File: src/rtl/pgf_pkg.sv
package pgf_pkg;
    localparam int IDX_W    = 3;
    localparam int ENTRIES  = 1 << IDX_W;
    localparam int NUM_PRED = ENTRIES - 1;
    localparam int GUARD_W  = IDX_W + 1;
    localparam int GPR_W    = 32;

    typedef logic [NUM_PRED-1:0] pred_vec_t;

    typedef struct packed {
        pred_vec_t flags;
    } pfile_state_t;
endpackage

File: src/rtl/pgf_read_port.sv
module pgf_read_port #(
    parameter int IDX_W    = 3,
    parameter int NUM_PRED = 7
) (
    input  logic [NUM_PRED-1:0] flags_i,
    input  logic [IDX_W-1:0]    idx_i,
    output logic                val_o
);
    localparam int ENTRIES = 1 << IDX_W;

    logic [ENTRIES-1:0] ext;

    // Slots past the writable flags read as constant true.
    for (genvar g = 0; g < ENTRIES; g++) begin : g_slot
        if (g < NUM_PRED) begin : g_real
            assign ext[g] = flags_i[g];
        end else begin : g_true
            assign ext[g] = 1'b1;
        end
    end

    assign val_o = ext[idx_i];
endmodule

File: src/rtl/pgf_guard_eval.sv
module pgf_guard_eval #(
    parameter int IDX_W    = 3,
    parameter int NUM_PRED = 7
) (
    input  logic [NUM_PRED-1:0] flags_i,
    input  logic [IDX_W:0]      guard_i,
    output logic                exec_o
);
    logic sel_val;

    pgf_read_port #(.IDX_W(IDX_W), .NUM_PRED(NUM_PRED)) u_sel (
        .flags_i (flags_i),
        .idx_i   (guard_i[IDX_W-1:0]),
        .val_o   (sel_val)
    );

    // Top guard bit inverts the selected flag.
    assign exec_o = sel_val ^ guard_i[IDX_W];
endmodule

File: src/rtl/pgf_pack.sv
module pgf_pack #(
    parameter int NUM_PRED = 7,
    parameter int GPR_W    = 32
) (
    input  logic [NUM_PRED-1:0] flags_i,
    output logic [GPR_W-1:0]    word_o
);
    localparam int PAD_W = GPR_W - NUM_PRED;

    assign word_o = {{PAD_W{1'b0}}, flags_i};
endmodule

File: src/rtl/pred_guard_file.sv
module pred_guard_file
    import pgf_pkg::*;
(
    input  logic               clk,
    input  logic               rst,
    input  logic [GUARD_W-1:0] guard_i,
    output logic               exec_o,
    input  logic [IDX_W-1:0]   rd_a_idx_i,
    output logic               rd_a_val_o,
    input  logic [IDX_W-1:0]   rd_b_idx_i,
    output logic               rd_b_val_o,
    input  logic               wr_en_i,
    input  logic [IDX_W-1:0]   wr_idx_i,
    input  logic               wr_val_i,
    input  logic               unpack_en_i,
    input  logic [ENTRIES-1:0] unpack_mask_i,
    input  logic [GPR_W-1:0]   unpack_data_i,
    output logic [GPR_W-1:0]   pack_data_o
);
    pfile_state_t state_d, state_q;

    // Next-state: unpack first, then the single write overrides it.
    always_comb begin
        state_d = state_q;
        for (int i = 0; i < NUM_PRED; i++) begin
            if (unpack_en_i && unpack_mask_i[i]) begin
                state_d.flags[i] = unpack_data_i[i];
            end
            if (wr_en_i && (wr_idx_i == IDX_W'(i))) begin
                state_d.flags[i] = wr_val_i;
            end
        end
        if (rst) begin
            state_d.flags = '0;
        end
    end

    always_ff @(posedge clk) begin
        state_q <= state_d;
    end

    pgf_guard_eval #(.IDX_W(IDX_W), .NUM_PRED(NUM_PRED)) u_guard (
        .flags_i (state_q.flags),
        .guard_i (guard_i),
        .exec_o  (exec_o)
    );

    pgf_read_port #(.IDX_W(IDX_W), .NUM_PRED(NUM_PRED)) u_rd_a (
        .flags_i (state_q.flags),
        .idx_i   (rd_a_idx_i),
        .val_o   (rd_a_val_o)
    );

    pgf_read_port #(.IDX_W(IDX_W), .NUM_PRED(NUM_PRED)) u_rd_b (
        .flags_i (state_q.flags),
        .idx_i   (rd_b_idx_i),
        .val_o   (rd_b_val_o)
    );

    pgf_pack #(.NUM_PRED(NUM_PRED), .GPR_W(GPR_W)) u_pack (
        .flags_i (state_q.flags),
        .word_o  (pack_data_o)
    );

    localparam logic [IDX_W-1:0] TRUE_IDX = '1;

    assert_reset_clears_R1: assert property (@(posedge clk)
        rst |=> (pack_data_o == '0));

    assert_true_guard_R3: assert property (@(posedge clk) disable iff (rst)
        (guard_i == {1'b0, TRUE_IDX}) |-> exec_o);

    assert_true_guard_inverted_R3: assert property (@(posedge clk) disable iff (rst)
        (guard_i == {1'b1, TRUE_IDX}) |-> !exec_o);

    assert_true_read_a_R3: assert property (@(posedge clk) disable iff (rst)
        (rd_a_idx_i == TRUE_IDX) |-> rd_a_val_o);

    assert_true_read_b_R3: assert property (@(posedge clk) disable iff (rst)
        (rd_b_idx_i == TRUE_IDX) |-> rd_b_val_o);

    assert_write_true_idx_ignored_R4: assert property (@(posedge clk) disable iff (rst)
        (wr_en_i && wr_idx_i == TRUE_IDX && !unpack_en_i) |=> $stable(pack_data_o));

    assert_write_wins_R9: assert property (@(posedge clk) disable iff (rst)
        (wr_en_i && wr_idx_i != TRUE_IDX) |=> (pack_data_o[$past(wr_idx_i)] == $past(wr_val_i)));

    assert_pack_high_zero_R7: assert property (@(posedge clk) disable iff (rst)
        pack_data_o[GPR_W-1:NUM_PRED] == '0);

    assert_unpack_clear_all_R8: assert property (@(posedge clk) disable iff (rst)
        (unpack_en_i && unpack_mask_i == '1 && unpack_data_i == '0 && !wr_en_i)
        |=> (pack_data_o == '0));

    assert_hold_R10: assert property (@(posedge clk) disable iff (rst)
        (!wr_en_i && !unpack_en_i) |=> $stable(pack_data_o));
endmodule

File: config.mk
export PLATFORM = sky130hd
export DESIGN_NAME = pred_guard_file
export DESIGN_NICKNAME = d
export VERILOG_FILES = /design/src/rtl/pgf_pkg.sv /design/src/rtl/pgf_read_port.sv /design/src/rtl/pgf_guard_eval.sv /design/src/rtl/pgf_pack.sv /design/src/rtl/pred_guard_file.sv
export SDC_FILE = /design/constraint.sdc
export NUM_CORES = 1
export LEC_CHECK = 0
export BUFFER_PORTS_ARGS = -buffer_cell sky130_fd_sc_hd__buf_2
export CORE_MARGIN = 10
export CORE_UTILIZATION = 35
export CTS_CLUSTER_SIZE = 10
export DETAILED_ROUTE_END_ITERATION = 7
export PLACE_DENSITY = 0.95
export RECOVER_POWER = 25
export SLEW_MARGIN = 20
export SYNTH_ARGS = -nofsm -noshare
export SYNTH_HDL_FRONTEND = slang
export SYNTH_SLANG_ARGS = --single-unit
File: constraint.sdc
create_clock -name clk -period 3.55 [get_ports clk]
set_clock_uncertainty 0.1 [all_clocks]
set_input_delay 0.5325 -clock clk [delete_from_list [all_inputs] [get_ports clk]]
set_output_delay 0.5325 -clock clk [all_outputs]
set_load 0.005 [all_outputs]
After elaboration in Yosys (flattened, before gate mapping) --
Cells that the tools add are included.
Operators by class: add/sub/neg operators 0, multiply operators 0, div/mod/pow operators 0, magnitude comparators 3, eq/ne operators 6, shift operators 0, mux-type cells 20, bitwise gates (word level) 1, reductions and logical operators 22
Operators with widths (number):
- $mux W1 | 17
- $logic_and A1 B1 Y1 | 14
- $reduce_bool A2 Y1 | 7
- $lt A3 B4 Y1 const B | 3
- $bmux W1 S3 | 3
- $eq A3 B3 Y1 const B | 3
- $eq A3 B2 Y1 const B | 2
- $eq A3 B1 Y1 const B | 1
- $logic_not A3 Y1 | 1
- $xor A1 B1 Y1 | 1
Word-level totals: register bits after elaboration 7, latch bits 0, RAM bits 0, bits in read-only memories 0, output and inout bits 35, logic and storage cells 59, memories kept 0

Longest topological paths before layout --
word-level depth 3, gate-level depth with buffers 5, depth with buffers taken out 4

Modules after synthesis --
From an unflattened synthesis, not the netlist that was laid out.
Unflattened totals: cell total of the unflattened synthesis 102, area total of the unflattened synthesis 835.8 sq um
By module, submodules not included:
- pred_guard_file | times used 1, cells an instance 53, area an instance 410.4 sq um
- pgf_pack | times used 1, cells an instance 33, area an instance 244.0 sq um
- pgf_read_port | times used 3, cells an instance 5, area an instance 57.6 sq um
- pgf_guard_eval | times used 1, cells an instance 1, area an instance 8.8 sq um

Least setup slack after synthesis --
OpenSTA, ideal clock, no wires.
path kind input-to-output, from input guard_i[0], to output exec_o, arrival time 1271 ps, required time 2917 ps, setup slack 1646 ps, cell stages on the path 4, path through mux4_2 -> inv_1 -> o21ai_2 -> xor2_1
On the way: longest elaborated chain between the ends 3
RTL lines:
- start: declaration | RTL line pred_guard_file.sv:6 | input logic [GUARD_W-1:0] guard_i,
- $bmux W1 S3 | RTL line pgf_read_port.sv:22 | assign val_o = ext[idx_i];
- $mux W1 (not written as such) | RTL line pgf_read_port.sv:22
- $xor A1 B1 Y1 | RTL line pgf_guard_eval.sv:18 | assign exec_o = sel_val ^ guard_i[IDX_W];
- end: declaration | RTL line pred_guard_file.sv:7 | output logic exec_o,
No other way between the ends. The select of a mux whose other input is x is not followed.

Final worst setup path --
Same ends and word-level chain as after synthesis.

==> results.yml <==
final_layout:
  fillers: 229
  utilization_pct: 45.50
  antenna_cells: 0
  final-seq-area_sq_um: 140.1
  fin_nets: 196
  area.growth.synth_to_final_pct: 20.33
  multi_input_area_sq_um: 505.5
  drive_above_1_share_pct: 35.04
  largestRegisters: "state_q: 7 flops"
  largest_reg_flops: 7
  regMostFlops: "state_q"
grt:
  grt.total_usage_pct: 9.848
  grt_remaining_overflow: 0
  grt_pass1_wl_um: 3422
  antenna_found_initial: 0
  grt_max_degree: 12
  grt_pass1_vias: 703
critical_path:
  worstSetupPathType: "in2out"
  crit_arrival_ps: 1530
  crit_required_ps: 2920
  crit_fanout: 3
  start_kind: "primary input"
  endpoint_kind: "output pin"
timing:
  finalCritPeriodShare_pct: 61.03
  setup_viol: 0
  hold_viol: 0
  fmax_mhz: 461.5
  fin_ws_ps: 1383
  final.setup.tns_ps: 0
  post-route-min-period_ps: 2167
  slew_violations: 0
  rsz0062_at_grt: "no"
placed_design:
  place_ws_ps: 1373
  place_congestion: 0.7847
  portBuffers: 41
  post-dp-hpwl_um: 1984
synthesis:
  yosysWarnings: 0
  yosysMostFrequentCell: "buf_4"
  synth-seq-cells: 7
  syn-cell-area_sq_um: 757.0
  synth_cell_types: 20
  synth_top_area_share_pct: 24.79
  synthTopCellsByArea: "buf_4, dfxtp_1, mux4_2"
  netlist_instances: 95
  synth_commonest_cells: "buf_4, nand2_1, nand3_1, dfxtp_1"
  yosysSeqAreaShare_pct: 18.51
  ys.flop_type: "dfxtp_1"
  avgSynthCellArea_sq_um: 7.968
  yosysTopAreaCell: "buf_4"
  synth_edf_count: 0
  async_flop_share_pct: 0
pwr:
  p_sw_uw: 74.97
  netSwitchingFraction_pct: 31.39
  p_seq_share_pct: 37.8
  power_leakage_uw: 0.0004730
  clkPwrFrac_pct: 30.8
  internal_power_uw: 163.9
  powerDensity_nw_per_um2: 262.2
  power_frac_comb_pct: 31.5
  ir_worst_vdd_v: 0.0001744
drt:
  drt_wl_total_um: 2285
  drc_errors: 0
  wl_per_cell_um: 13.93
  drtIter0Drc: 37
  drt_first_pass_iters: 4
  vias_per_cell: 4.549
  via_count: 746
  drt.antenna.violating_nets: 0
clock_tree:
  cts_resized: 0
  clock-root-buffer: "clkbuf_4"
  cts_tree: "done"
  cts_num_sinks: 7
  cts.htree.levels: 1
  clk_path_buf_depth: 2
  post_cts_buffers: 0
  clk_latency_ps: 260
  cts_hold_buf: 0
  cts_buffers: 3
  path_clk_slew_ps: 50
hold_path:
  hold_path_class: "in2reg"
die:
  die_y_um: 66.51
  rows: 16
  io_pins: 93
  die_area_sq_um: 4423
  core_sq_um: 2002
  start_util_pct: 37.81
  die_w_um: 66.51
job:
  cap_violations: 0
outcome:
  status: "finished, final reports clean"
==> per-layer routing <==
metal  share of wire [%]  up-vias  global-route usage, %
met5                   0        -                      0
met4                 1.0        0                  3.927
met3                  16        4                  6.856
met2                  44       47                  14.71
met1                  39      323                  10.58
li1                    -      372                      -
==> placed cells by master (no fill, tap or decap), types with 4 or more instances in the layout <==
cell       n
nand3_1   11
conb_1    25
mux2i_1    5
buf_2     38
a311oi_1   4
dfxtp_1    7
o21ai_0    4
clkbuf_1   4
nor2_1     5
nand2_1   11
==> per-stage QoR <==
step | hold slack (ps) | std cells | total power [uW] | instance area, sq um
2_1_floorplan | 397.4 | 119 | 148.4 | 847.1
3_3_place_gp | 422.0 | 160 | 164.0 | 888.4
3_5_place_dp | 426.2 | 160 | 166.1 | 888.4
4_1_cts | 415.5 | 164 | 241.6 | 914.6
5_1_grt | 419.0 | 164 | 260.2 | 910.9
6_report | 431.5 | 164 | 238.8 | 910.9
==> path summary, 6_finish.rpt <==
kind	from	endpoint	slack [ps]	depth (start not counted)
hold reg to reg	state_q[3]	state_q[3]	430	2
hold / removal	rst	state_q[0]	430	2
setup / recovery	guard_i[0]	exec_o	1380	6
setup reg to reg	state_q[1]	state_q[1]	2570	3
==> area by class of cell <==
cell class              count  area share (%)
flip-flops and latches      7           15.38
multi-input cells          84           55.49
inverters                   1          0.4121
clock buffers               4           2.885
repair buffers             41           22.12
well taps                  27           3.709
==> critical path: stages <==
cell and delay (ps):
buf_2 110, mux4_2 490, inv_1 80, o21ai_2 50, xor2_1 140, buf_2 130
==> cell families after synthesis <==
kind of cell,after synthesis,share of synthesized area [%]
AO/OA/AOI/OAI,16,14.54
XOR/XNOR,1,1.157
buffers and inverters,28,26.61
flip-flops,7,18.51
multiplexers,11,20.00
other,1,0.4954
AND/OR/NAND/NOR,31,18.68
==> power by group through the flow <==
stage                     logic (uW)  clock network, uW  registers (uW)
after floorplan                 58.2                  0            90.2
after global placement          72.5                  0            91.5
after detailed placement        74.3                  0            91.8
after CTS                       74.5               76.9            90.1
after global routing            84.7               84.5            91.0
final                           75.2               73.5            90.2
Power figures use the tool's default switching activity.
